===== src/rtl/rle_pkg.sv =====
package rle_pkg;
    localparam int BYTE_W = 8;
    localparam int CNT_W  = BYTE_W - 1;

    typedef struct packed {
        logic              cmd;
        logic [BYTE_W-1:0] data;
    } item_t;

    typedef enum logic [1:0] {
        ENC_COLLECT = 2'd0,
        ENC_FLUSH   = 2'd1,
        ENC_TAIL    = 2'd2
    } enc_st_e;
endpackage


===== src/rtl/rle_expand.sv =====
module rle_expand
    import rle_pkg::*;
(
    input  logic  clk,
    input  logic  rst_n,
    input  logic  in_valid,
    output logic  in_ready,
    input  item_t in_item,
    output logic  out_valid,
    input  logic  out_ready,
    output item_t out_item
);
    typedef struct packed {
        logic             ovld;
        item_t            oitem;
        logic [CNT_W-1:0] rem;
        logic             pend;
        logic [CNT_W-1:0] pcnt;
    } exp_state_t;

    exp_state_t st_d, st_q;
    logic       last_rep;
    logic       is_count;

    always_comb begin
        st_d     = st_q;
        last_rep = (st_q.rem == '0);
        is_count = in_item.cmd && !in_item.data[BYTE_W-1];
        in_ready = !st_q.ovld || (out_ready && last_rep);

        if (st_q.ovld && out_ready) begin
            if (!last_rep) begin
                st_d.rem = st_q.rem - 1'b1;
            end else begin
                st_d.ovld = 1'b0;
            end
        end

        if (in_valid && in_ready) begin
            if (is_count) begin
                st_d.pend = 1'b1;
                st_d.pcnt = in_item.data[CNT_W-1:0];
            end else begin
                st_d.ovld  = 1'b1;
                st_d.oitem = in_item;
                st_d.rem   = (!in_item.cmd && st_q.pend) ? st_q.pcnt : '0;
                st_d.pend  = 1'b0;
            end
        end
    end

    always_ff @(posedge clk) begin
        if (!rst_n) begin
            st_q <= '0;
        end else begin
            st_q <= st_d;
        end
    end

    assign out_valid = st_q.ovld;
    assign out_item  = st_q.oitem;

    // an offered item holds until taken
    a_r4_hold: assert property (@(posedge clk) disable iff (!rst_n)
        out_valid && !out_ready |=> out_valid && $stable(out_item));

    // count bytes never reach the output
    a_r2_no_count_out: assert property (@(posedge clk) disable iff (!rst_n)
        out_valid && out_item.cmd |-> out_item.data[BYTE_W-1]);

    // a data byte after a count appears at the output next cycle
    a_r2_load: assert property (@(posedge clk) disable iff (!rst_n)
        in_valid && in_ready && !in_item.cmd && st_q.pend
        |=> out_valid && !out_item.cmd && out_item.data == $past(in_item.data));

    // the input is refused while copies remain and the sink stalls
    a_r4_stall: assert property (@(posedge clk) disable iff (!rst_n)
        out_valid && !out_ready |-> !in_ready);
endmodule


===== src/rtl/rle_compress.sv =====
module rle_compress
    import rle_pkg::*;
(
    input  logic  clk,
    input  logic  rst_n,
    input  logic  in_valid,
    output logic  in_ready,
    input  item_t in_item,
    input  logic  in_last,
    output logic  out_valid,
    input  logic  out_ready,
    output item_t out_item
);
    typedef struct packed {
        enc_st_e           st;
        logic              ovld;
        item_t             oitem;
        logic              rvld;
        logic [BYTE_W-1:0] rbyte;
        logic [CNT_W-1:0]  rlen;
    } enc_state_t;

    enc_state_t       st_d, st_q;
    logic             free;
    logic             clash;
    logic [CNT_W-1:0] nlen;

    always_comb begin
        st_d     = st_q;
        free     = !st_q.ovld || out_ready;
        clash    = st_q.rvld && (in_item.cmd || in_item.data != st_q.rbyte);
        nlen     = st_q.rvld ? st_q.rlen + 1'b1 : '0;
        in_ready = (st_q.st == ENC_COLLECT) && free && !(in_valid && clash);

        if (st_q.ovld && out_ready) begin
            st_d.ovld = 1'b0;
        end

        unique case (st_q.st)
            ENC_COLLECT: begin
                if (in_valid && clash) begin
                    st_d.st = ENC_FLUSH;
                end else if (in_valid && in_ready) begin
                    if (in_item.cmd) begin
                        st_d.ovld  = 1'b1;
                        st_d.oitem = in_item;
                    end else begin
                        st_d.rvld  = 1'b1;
                        st_d.rbyte = in_item.data;
                        st_d.rlen  = nlen;
                        if (in_last || (&nlen)) begin
                            st_d.st = ENC_FLUSH;
                        end
                    end
                end
            end
            ENC_FLUSH: begin
                if (free) begin
                    st_d.ovld = 1'b1;
                    if (st_q.rlen != '0) begin
                        st_d.oitem = '{cmd: 1'b1, data: {1'b0, st_q.rlen}};
                        st_d.st    = ENC_TAIL;
                    end else begin
                        st_d.oitem = '{cmd: 1'b0, data: st_q.rbyte};
                        st_d.rvld  = 1'b0;
                        st_d.st    = ENC_COLLECT;
                    end
                end
            end
            ENC_TAIL: begin
                if (free) begin
                    st_d.ovld  = 1'b1;
                    st_d.oitem = '{cmd: 1'b0, data: st_q.rbyte};
                    st_d.rvld  = 1'b0;
                    st_d.st    = ENC_COLLECT;
                end
            end
            default: st_d.st = ENC_COLLECT;
        endcase
    end

    always_ff @(posedge clk) begin
        if (!rst_n) begin
            st_q <= '0;
        end else begin
            st_q <= st_d;
        end
    end

    assign out_valid = st_q.ovld;
    assign out_item  = st_q.oitem;

    // an offered item holds until taken
    a_r9_hold: assert property (@(posedge clk) disable iff (!rst_n)
        out_valid && !out_ready |=> out_valid && $stable(out_item));

    // an accepted count item is followed at once by a data item
    a_r6_cnt_then_byte: assert property (@(posedge clk) disable iff (!rst_n)
        out_valid && out_ready && out_item.cmd && !out_item.data[BYTE_W-1]
        |=> out_valid && !out_item.cmd);

    // a count item always stands for a run of two or more
    a_r7_no_unit_count: assert property (@(posedge clk) disable iff (!rst_n)
        out_valid && out_item.cmd && !out_item.data[BYTE_W-1]
        |-> out_item.data[CNT_W-1:0] != '0);

    // a byte that ends the current run is refused
    a_r9_refuse_clash: assert property (@(posedge clk) disable iff (!rst_n)
        in_valid && st_q.rvld && !in_item.cmd && in_item.data != st_q.rbyte
        |-> !in_ready);
endmodule


===== src/rtl/rle_codec.sv =====
module rle_codec
    import rle_pkg::*;
#(
    parameter bit ENC_EN = 1'b1
) (
    input  logic              clk,
    input  logic              rst_n,
    input  logic              rx_in_valid,
    output logic              rx_in_ready,
    input  logic              rx_in_cmd,
    input  logic [BYTE_W-1:0] rx_in_data,
    output logic              rx_out_valid,
    input  logic              rx_out_ready,
    output logic              rx_out_cmd,
    output logic [BYTE_W-1:0] rx_out_data,
    input  logic              tx_in_valid,
    output logic              tx_in_ready,
    input  logic              tx_in_cmd,
    input  logic [BYTE_W-1:0] tx_in_data,
    input  logic              tx_in_last,
    output logic              tx_out_valid,
    input  logic              tx_out_ready,
    output logic              tx_out_cmd,
    output logic [BYTE_W-1:0] tx_out_data
);
    item_t rx_in_item, rx_out_item, tx_in_item, tx_out_item;

    assign rx_in_item  = '{cmd: rx_in_cmd, data: rx_in_data};
    assign tx_in_item  = '{cmd: tx_in_cmd, data: tx_in_data};
    assign rx_out_cmd  = rx_out_item.cmd;
    assign rx_out_data = rx_out_item.data;
    assign tx_out_cmd  = tx_out_item.cmd;
    assign tx_out_data = tx_out_item.data;

    rle_expand u_expand (
        .clk       (clk),
        .rst_n     (rst_n),
        .in_valid  (rx_in_valid),
        .in_ready  (rx_in_ready),
        .in_item   (rx_in_item),
        .out_valid (rx_out_valid),
        .out_ready (rx_out_ready),
        .out_item  (rx_out_item)
    );

    generate
        if (ENC_EN) begin : g_enc
            rle_compress u_compress (
                .clk       (clk),
                .rst_n     (rst_n),
                .in_valid  (tx_in_valid),
                .in_ready  (tx_in_ready),
                .in_item   (tx_in_item),
                .in_last   (tx_in_last),
                .out_valid (tx_out_valid),
                .out_ready (tx_out_ready),
                .out_item  (tx_out_item)
            );
        end else begin : g_bypass
            logic unused_last;
            assign unused_last  = tx_in_last;
            assign tx_out_valid = tx_in_valid;
            assign tx_in_ready  = tx_out_ready;
            assign tx_out_item  = tx_in_item;
        end
    endgenerate
endmodule


===== config.mk =====
export PLATFORM = sky130hd
export DESIGN_NAME = rle_codec
export DESIGN_NICKNAME = d
export VERILOG_FILES = /design/src/rtl/rle_pkg.sv /design/src/rtl/rle_expand.sv /design/src/rtl/rle_compress.sv /design/src/rtl/rle_codec.sv
export SDC_FILE = /design/constraint.sdc
export NUM_CORES = 1
export LEC_CHECK = 0
export ABC_AREA = 1
export BUFFER_PORTS_ARGS = -buffer_cell sky130_fd_sc_hd__clkbuf_2
export CAP_MARGIN = 20
export CORE_MARGIN = 5
export CORE_UTILIZATION = 45
export DETAILED_ROUTE_END_ITERATION = 7
export GPL_TIMING_DRIVEN = 0
export PLACE_DENSITY_LB_ADDON = 0.2
export SETUP_SLACK_MARGIN = 0.4
export SYNTH_ARGS = -nofsm -noshare
export SYNTH_HDL_FRONTEND = slang
export SYNTH_HIERARCHICAL = 1
export SYNTH_SLANG_ARGS = --single-unit

===== constraint.sdc =====
create_clock -name clk -period 3.7 [get_ports clk]
set_clock_uncertainty 0.2 [all_clocks]
set_input_delay 0 -clock clk [delete_from_list [all_inputs] [get_ports clk]]
set_output_delay 0 -clock clk [all_outputs]
set_load 0.01 [all_outputs]

==> impl_metrics.yaml, run 1 <==
status:
  outcome: "complete, no violations"
floorplan:
  start_util: 0.4556
  ioPinCount: 47
  fp.dieW_um: 97.76
  rows: 32
  die_h_um: 97.76
  dieArea_sq_um: 9557
  coreArea_sq_um: 7607
global_routing:
  grt_max_degree: 18
  antenna_found_initial: 0
  globalRouteOverflowTotal: 0
  grt_first_pass_wirelength_mm: 15.37
  grt_pass1_vias: 3370
  grt_usage: 0.1898
power:
  p_sw_frac: 0.4199
  total_power_w: 0.002136
  p_int_w: 0.001239
  p_sw_w: 0.0008969
  power_frac_clock: 0.191
  leakage_nw: 2.145
  pwr-share-seq: 0.339
  p_per_area_nw_per_um2: 503.6
  comb_power_share: 0.470
  ir_drop_v: 0.0003172
layout:
  mostFrequentLayoutCells: "137 x nand2_1, 69 x nor2_1, 67 x inv_1"
  area_growth_syn_to_layout_pct: 22.38
  drive_gt1_frac: 0.1944
  fin_area_sq_um: 4242
  register_area_sq_um: 1061
  final_common_cell: "nand2_1"
  nFillCells: 756
  nNetsFinal: 644
  antennaDiodeCount: 0
  multiInputGateArea_sq_um: 1861
worst_setup_path:
  worst_r2r_path_depth: 11
  worst_ep_required_time_ns: 3.76
  start_kind: "flip-flop"
  critPathKind: "reg -> reg"
  arrival_ns: 2.53
  worstPathMaxFanout: 8
  cp-end-kind: "flip-flop"
sta:
  tightest_slew_ns: 0.5856
  hold_viol_final: 0
  final-setup-viol-count: 0
  rsz0062_at_grt: "false"
  hold-worst-slack_ns: 0.2557
  setup_ws_ns: 1.231
  setup_tns_ns: 0
  slew_headroom: 0.6096
  maxClockFrequency_mhz: 405.0
  fin_crit_ns: 2.469
  timing.final.crit_share: 0.6673
  final_max_slew_viol_count: 0
clock_network:
  post_cts_buffers: 0
  cts-resized-gates: 0
  cts_tree: "built"
  cts_hold_buf: 31
  cts_buffer_depth: 2
  clockRootBuffer: "clkbuf_8"
  path_clk_slew_ns: 0.10
  ctsHtreeMaxLevel: 2
  clk_latency_ns: 0.31
  numCtsBuffers: 5
  cts_sinks: 53
synth:
  synthSimpleGateAreaFrac: 0.3740
  synth_top_family_by_area: "simple AND/OR/NAND/NOR gates"
  synthTopCellsByArea: "dfxtp_1 31%, nand2_1 15%, nor2_1 7.5%"
  seq_area_frac_synth: 0.3061
  ys_ff_latch: 53
  synth_top_cell_by_area: "dfxtp_1"
  synthDistinctLibCells: 37
  syn-num-nets: 561
  synthXorXnorAreaFrac: 0.007581
  synth-compound-area-share: 0.1264
  synth_warnings: 6
  synthAdderAreaFrac: 0.02888
  syn_avg_cell_area_sq_um: 6.564
  yosysTopAreaCellShare: 0.3061
  synth_area_sq_um: 3466
  synth_cells: 528
  synthMuxAreaShare: 0
drt:
  avgViaCountPerCell: 4.861
  routed_wl_mm: 8.699
  drc: 0
  via_count: 3471
  drt_iter0_drc: 163
  dr.pass1.iters: 5
  ant_nets: 0
  routedWlPerCell_um: 12.18
placement:
  place_area_sq_um: 3819
  preCtsSetupSlack_ns: 1.535
  place_congestion: 0.8682
  dp_hpwl_mm: 6.438
  portBuffers: 45
worst_hold_path:
  hold_path_class: "reg -> reg"
  holdPathStages: 2
flow_run:
  maxCapViolations: 0
-- power groups by stage --
stage	combinational [W]	clock [W]	sequential, W
3_5_place_dp	0.000955	0	0.000735
2_1_floorplan	0.000742	0	0.000719
6_report	0.00100	0.000409	0.000724
4_1_cts	0.000999	0.000420	0.000722
3_3_place_gp	0.000941	0	0.000734
5_1_grt	0.00114	0.000438	0.000735
-- metal layers --
layer	vias to the layer above	GRT usage	wire length, um
met5	-	0	0
met4	0	0.04792	138
met3	14	0.03000	440
met2	94	0.3253	4180
met1	1552	0.2499	3940
li1	1811	-	-
-- cells by family (layout without fill, tap and decap cells) --
logic type / count (synthesis) / count (layout)
AOI/OAI and AO/OA: 77 / 77
xor gates and xnor gates: 3 / 3
DFF: 53 / 53
buffers and inverters: 114 / 198
and+or+nand+nor: 273 / 273
adders and majority gates: 8 / 8
-- critical path, cell delays in order (launching register included) --
cell and delay [ns]:
dfxtp_1 0.36, xor2_1 0.17, nor2_1 0.25, nand3_4 0.14
nand2_4 0.11, nand3_4 0.10, nor2_8 0.17, dlygate4sd3_1 0.64
nand2_1 0.07, nand2_1 0.06, nand2_1 0.04, nor2_1 0.09
-- flip-flops by register name, summed over array words and instances, names as in the netlist --
signal,flops
u_expand/st_q,15
u_expand/out_valid,1
u_expand/out_item,9
g_enc.u_compress/out_valid,1
g_enc.u_compress/out_item,9
g_enc.u_compress/st_q,18
-- final cells by class --
type,instances,area share
inverter,77,0.06814
buffer,37,0.06018
clock inverter,3,0.01032
tap,102,0.03009
multi-input combinational,361,0.4386
clock buffer,5,0.01622
sequential,53,0.2501
timing repair buffer,76,0.1263
-- worst paths after layout --
path / endpoint / slack (ns) / startpoint
worst max-delay path: g_enc.u_compress/st_q[15]$_SDFFE_PN0P_ / 1.23 / g_enc.u_compress/st_q[11]$_SDFFE_PN0P_
worst max register to register: g_enc.u_compress/st_q[15]$_SDFFE_PN0P_ / 1.23 / g_enc.u_compress/st_q[11]$_SDFFE_PN0P_
worst min register to register: u_expand/out_item[8]$_SDFFE_PN0P_ / 0.26 / u_expand/out_item[8]$_SDFFE_PN0P_
worst min-delay path: u_expand/out_item[8]$_SDFFE_PN0P_ / 0.26 / u_expand/out_item[8]$_SDFFE_PN0P_
-- cell usage after synthesis, drive strengths merged --
cell type,number
a21boi,1
clkbuf,5
nor3,4
nand3b,3
ha,8
a21oi,47
or2,1
dfxtp,53
nand3,26
o21ai,26
o21a,1
nand2,141
o311ai,1
nor2,77
nand4,21
xor2,3
inv,75
a21o,1
buf,32
clkinv,2
-- per-stage QoR --
stage | utilization | std cells
6_report | 0.5576 | 714
5_1_grt | 0.5576 | 714
3_5_place_dp | 0.5020 | 675
3_3_place_gp | 0.5020 | 675
2_1_floorplan | - | 528
4_1_cts | 0.5576 | 714
No activity file was read; power rests on OpenSTA's default activity.
==> run 2, diff against run 1 <==
Settings changed: ABC_AREA 1 to 0.
Clock period 3.7 ns to 1.98 ns, I/O delays scaled along.
==> impl_metrics.yaml, run 2 <==
clock_network:
  clockRootBuffer: "clkbuf_8"
  clk_latency_ns: 0.32
  cts_tree: "built"
  ctsHtreeMaxLevel: 2
  cts_buffer_depth: 2
  cts_hold_buf: 22
  numCtsBuffers: 5
  cts_sinks: 53
  path_clk_slew_ns: 0.11
sta:
  hold-worst-slack_ns: -0.03437
  fin_crit_ns: 2.052
  timing.final.crit_share: 1.037
  final-setup-viol-count: 9
  tightest_slew_ns: 0.7404
  maxClockFrequency_mhz: 487.2
  final_max_slew_viol_count: 0
  hold_viol_final: 2
  setup_ws_ns: -0.07237
  rsz0062_at_grt: "true"
  slew_headroom: 0.5064
placement:
  place_area_sq_um: 3531
  place_congestion: 0.8766
  dp_hpwl_mm: 6.055
  portBuffers: 46
  preCtsSetupSlack_ns: -0.03917
worst_setup_path:
  critical_path.startpoint: "g_enc.u_compress/st_q[0]$_SDFFE_PN0P_"
  r2r_setup_slack_ns: -0.07
  worst_r2r_path_depth: 8
  cp_slowest_cell: "dfxtp_4"
  cp-end-kind: "flip-flop"
  start_kind: "flip-flop"
  worstPathMaxFanout: 5
  worst_ep_required_time_ns: 1.96
  cp_cell_sequence: "inv_4 -> ha_4 -> nor4b_4 -> buf_4 -> a31o_4 -> a222oi_1 -> a2bb2oi_1 -> nor2_1"
  slowest_delay_ns: 0.38
  r2r_end: "g_enc.u_compress/out_item[5]$_SDFFE_PN0P_"
  r2r_start: "g_enc.u_compress/st_q[0]$_SDFFE_PN0P_"
  critPathKind: "reg -> reg"
  arrival_ns: 2.03
  crit_path_end: "g_enc.u_compress/out_item[5]$_SDFFE_PN0P_"
layout:
  largest_reg_flops: 18
  area_growth_syn_to_layout_pct: 65.21
  largest_register: "g_enc.u_compress/st_q"
  largest_registers: "g_enc.u_compress/st_q: 18 flops, u_expand/st_q: 15 flops"
  drive_gt1_frac: 0.5441
  mostFrequentLayoutCells: "47 x clkbuf_2, 46 x buf_4, 36 x dfxtp_1"
  final_common_cell: "clkbuf_2"
  antennaDiodeCount: 0
  fin_area_sq_um: 4980
  nNetsFinal: 519
drt:
  ant_nets: 0
  drt_iter0_drc: 364
  via_count: 3632
  avgViaCountPerCell: 6.440
  routed_wl_mm: 12.21
  routedWlPerCell_um: 21.64
  drc: 0
  dr.pass1.iters: 5
floorplan:
  fp.dieW_um: 91.84
  dieArea_sq_um: 8435
  coreArea_sq_um: 6422
  die_h_um: 91.84
  rows: 29
  ioPinCount: 47
  start_util: 0.4693
global_routing:
  antenna_found_initial: 0
  grt_pass1_vias: 3334
  globalRouteOverflowTotal: 0
  grt_first_pass_wirelength_mm: 16.92
  grt_usage: 0.2433
  grt_max_degree: 17
synth:
  syn_avg_cell_area_sq_um: 8.303
  yosysMostFrequentCell: "dfxtp_1"
  ys.flop_type: "dfxtp_1"
  yosys-top-cells-count: "53 x dfxtp_1, 39 x a21oi_1, 32 x nand3_1"
  syn-num-nets: 396
  synthDistinctLibCells: 61
  synthTopCellsByArea: "dfxtp_1 35%, a21oi_1 6.5%, nand3_1 5.3%"
  synthArstFlopShare: 0
  synth_cells: 363
  ys_ff_latch: 53
  yosysTopAreaCellShare: 0.3520
  synth_edf_count: 0
  synth_top_cell_by_area: "dfxtp_1"
  synth_area_sq_um: 3014
  seq_area_frac_synth: 0.3520
  synth_warnings: 6
worst_hold_path:
  worstHoldStart: "tx_out_ready"
  hold_path_class: "in -> reg"
power:
  leakage_nw: 1.921
  p_per_area_nw_per_um2: 554.5
  ir_drop_v: 0.0005308
status:
  violations: "negative hold slack, negative setup slack"
  outcome: "finished with violations"
flow_run:
  maxCapViolations: 0
## run 2: cell count changes in the layout (fill, tap and decap cells not counted), moves of 16 or more
cell,change
buf_6,+16
a21oi_1,-26
nor2_1,-58
o21ai_0,-16
a21oi_2,+17
dfxtp_1,-17
buf_4,+25
inv_1,-63
nand2_1,-123
## run 2: timing repair
action                                  in CTS  in global routing
setup buffers                               27                 16
hold endpoints to repair                    38                  1
gates cloned                                 4                  1
gates resized for setup                    106                 84
endpoints found under the setup margin      54                 55
pin swaps                                   57                 46
## run 2: layout make-up
class                           instances  area, sq um
Multi-Input combinational cell        262         2390
Fill cell                             380         1443
Sequential cell                        53         1097
Timing Repair Buffer                  115        904.6
Buffer                                 37        311.5
Tap cell                               77        96.34
Clock buffer                            6        72.57
Inverter                               12        68.82
Clock inverter                          2        38.79
## run 2: worst min path at each step
stage / end / cells past startpoint
5_1_grt: g_enc.u_compress/out_valid$_SDFF_PN0_ / 3
3_5_place_dp: u_expand/out_item[6]$_SDFFE_PN0P_ / 3
2_1_floorplan: g_enc.u_compress/out_item[0]$_SDFFE_PN0P_ / 2
4_1_cts: g_enc.u_compress/out_valid$_SDFF_PN0_ / 3
6_report: g_enc.u_compress/out_valid$_SDFF_PN0_ / 3
3_3_place_gp: u_expand/st_q[6]$_SDFFE_PN0P_ / 3
## run 2: logic make-up after synthesis
group,Yosys count,synth area share
compound gates,126,0.2727
buf+inv,49,0.08966
flops,53,0.3520
mux,4,0.01411
fa+ha+maj,8,0.03321
xor+xnor,11,0.03196
simple gates,112,0.2063
## run 2: layer usage
metal | wire length [um] | track usage | vias to the layer above
met5 | 0 | 0 | -
met4 | 589 | 0.07550 | 0
met3 | 1049 | 0.04419 | 68
met2 | 5802 | 0.3996 | 239
met1 | 4766 | 0.3253 | 1739
li1 | - | - | 1586
## run 2: power breakdown
group          switching, W  leakage (nW)  internal (W)  total (W)
Sequential        0.0000413         0.441       0.00111    0.00115
Clock              0.000381        0.0554      0.000380   0.000762
Combinational      0.000463          1.42      0.000388   0.000851
## run 2: metrics by stage
stage | power, W | utilization | instances | TNS [ns]
after floorplan | 0.001516 | - | 363 | 0
after global placement | 0.001669 | 0.5498 | 486 | -0.03395
after detailed placement | 0.001676 | 0.5498 | 486 | -0.1529
after CTS | 0.002587 | 0.7039 | 547 | -0.07311
after global routing | 0.002840 | 0.7754 | 564 | -1.126
final | 0.002761 | 0.7754 | 564 | -0.3441
## run 2: critical path: cells and delay by family (launching register included)
family / cells / cell delay, ns
AOI/OAI and AO/OA: 3 / 0.81
DFF: 1 / 0.38
and+or+nand+nor: 2 / 0.20
buffers and inverters: 2 / 0.19
adders and majority gates: 1 / 0.14
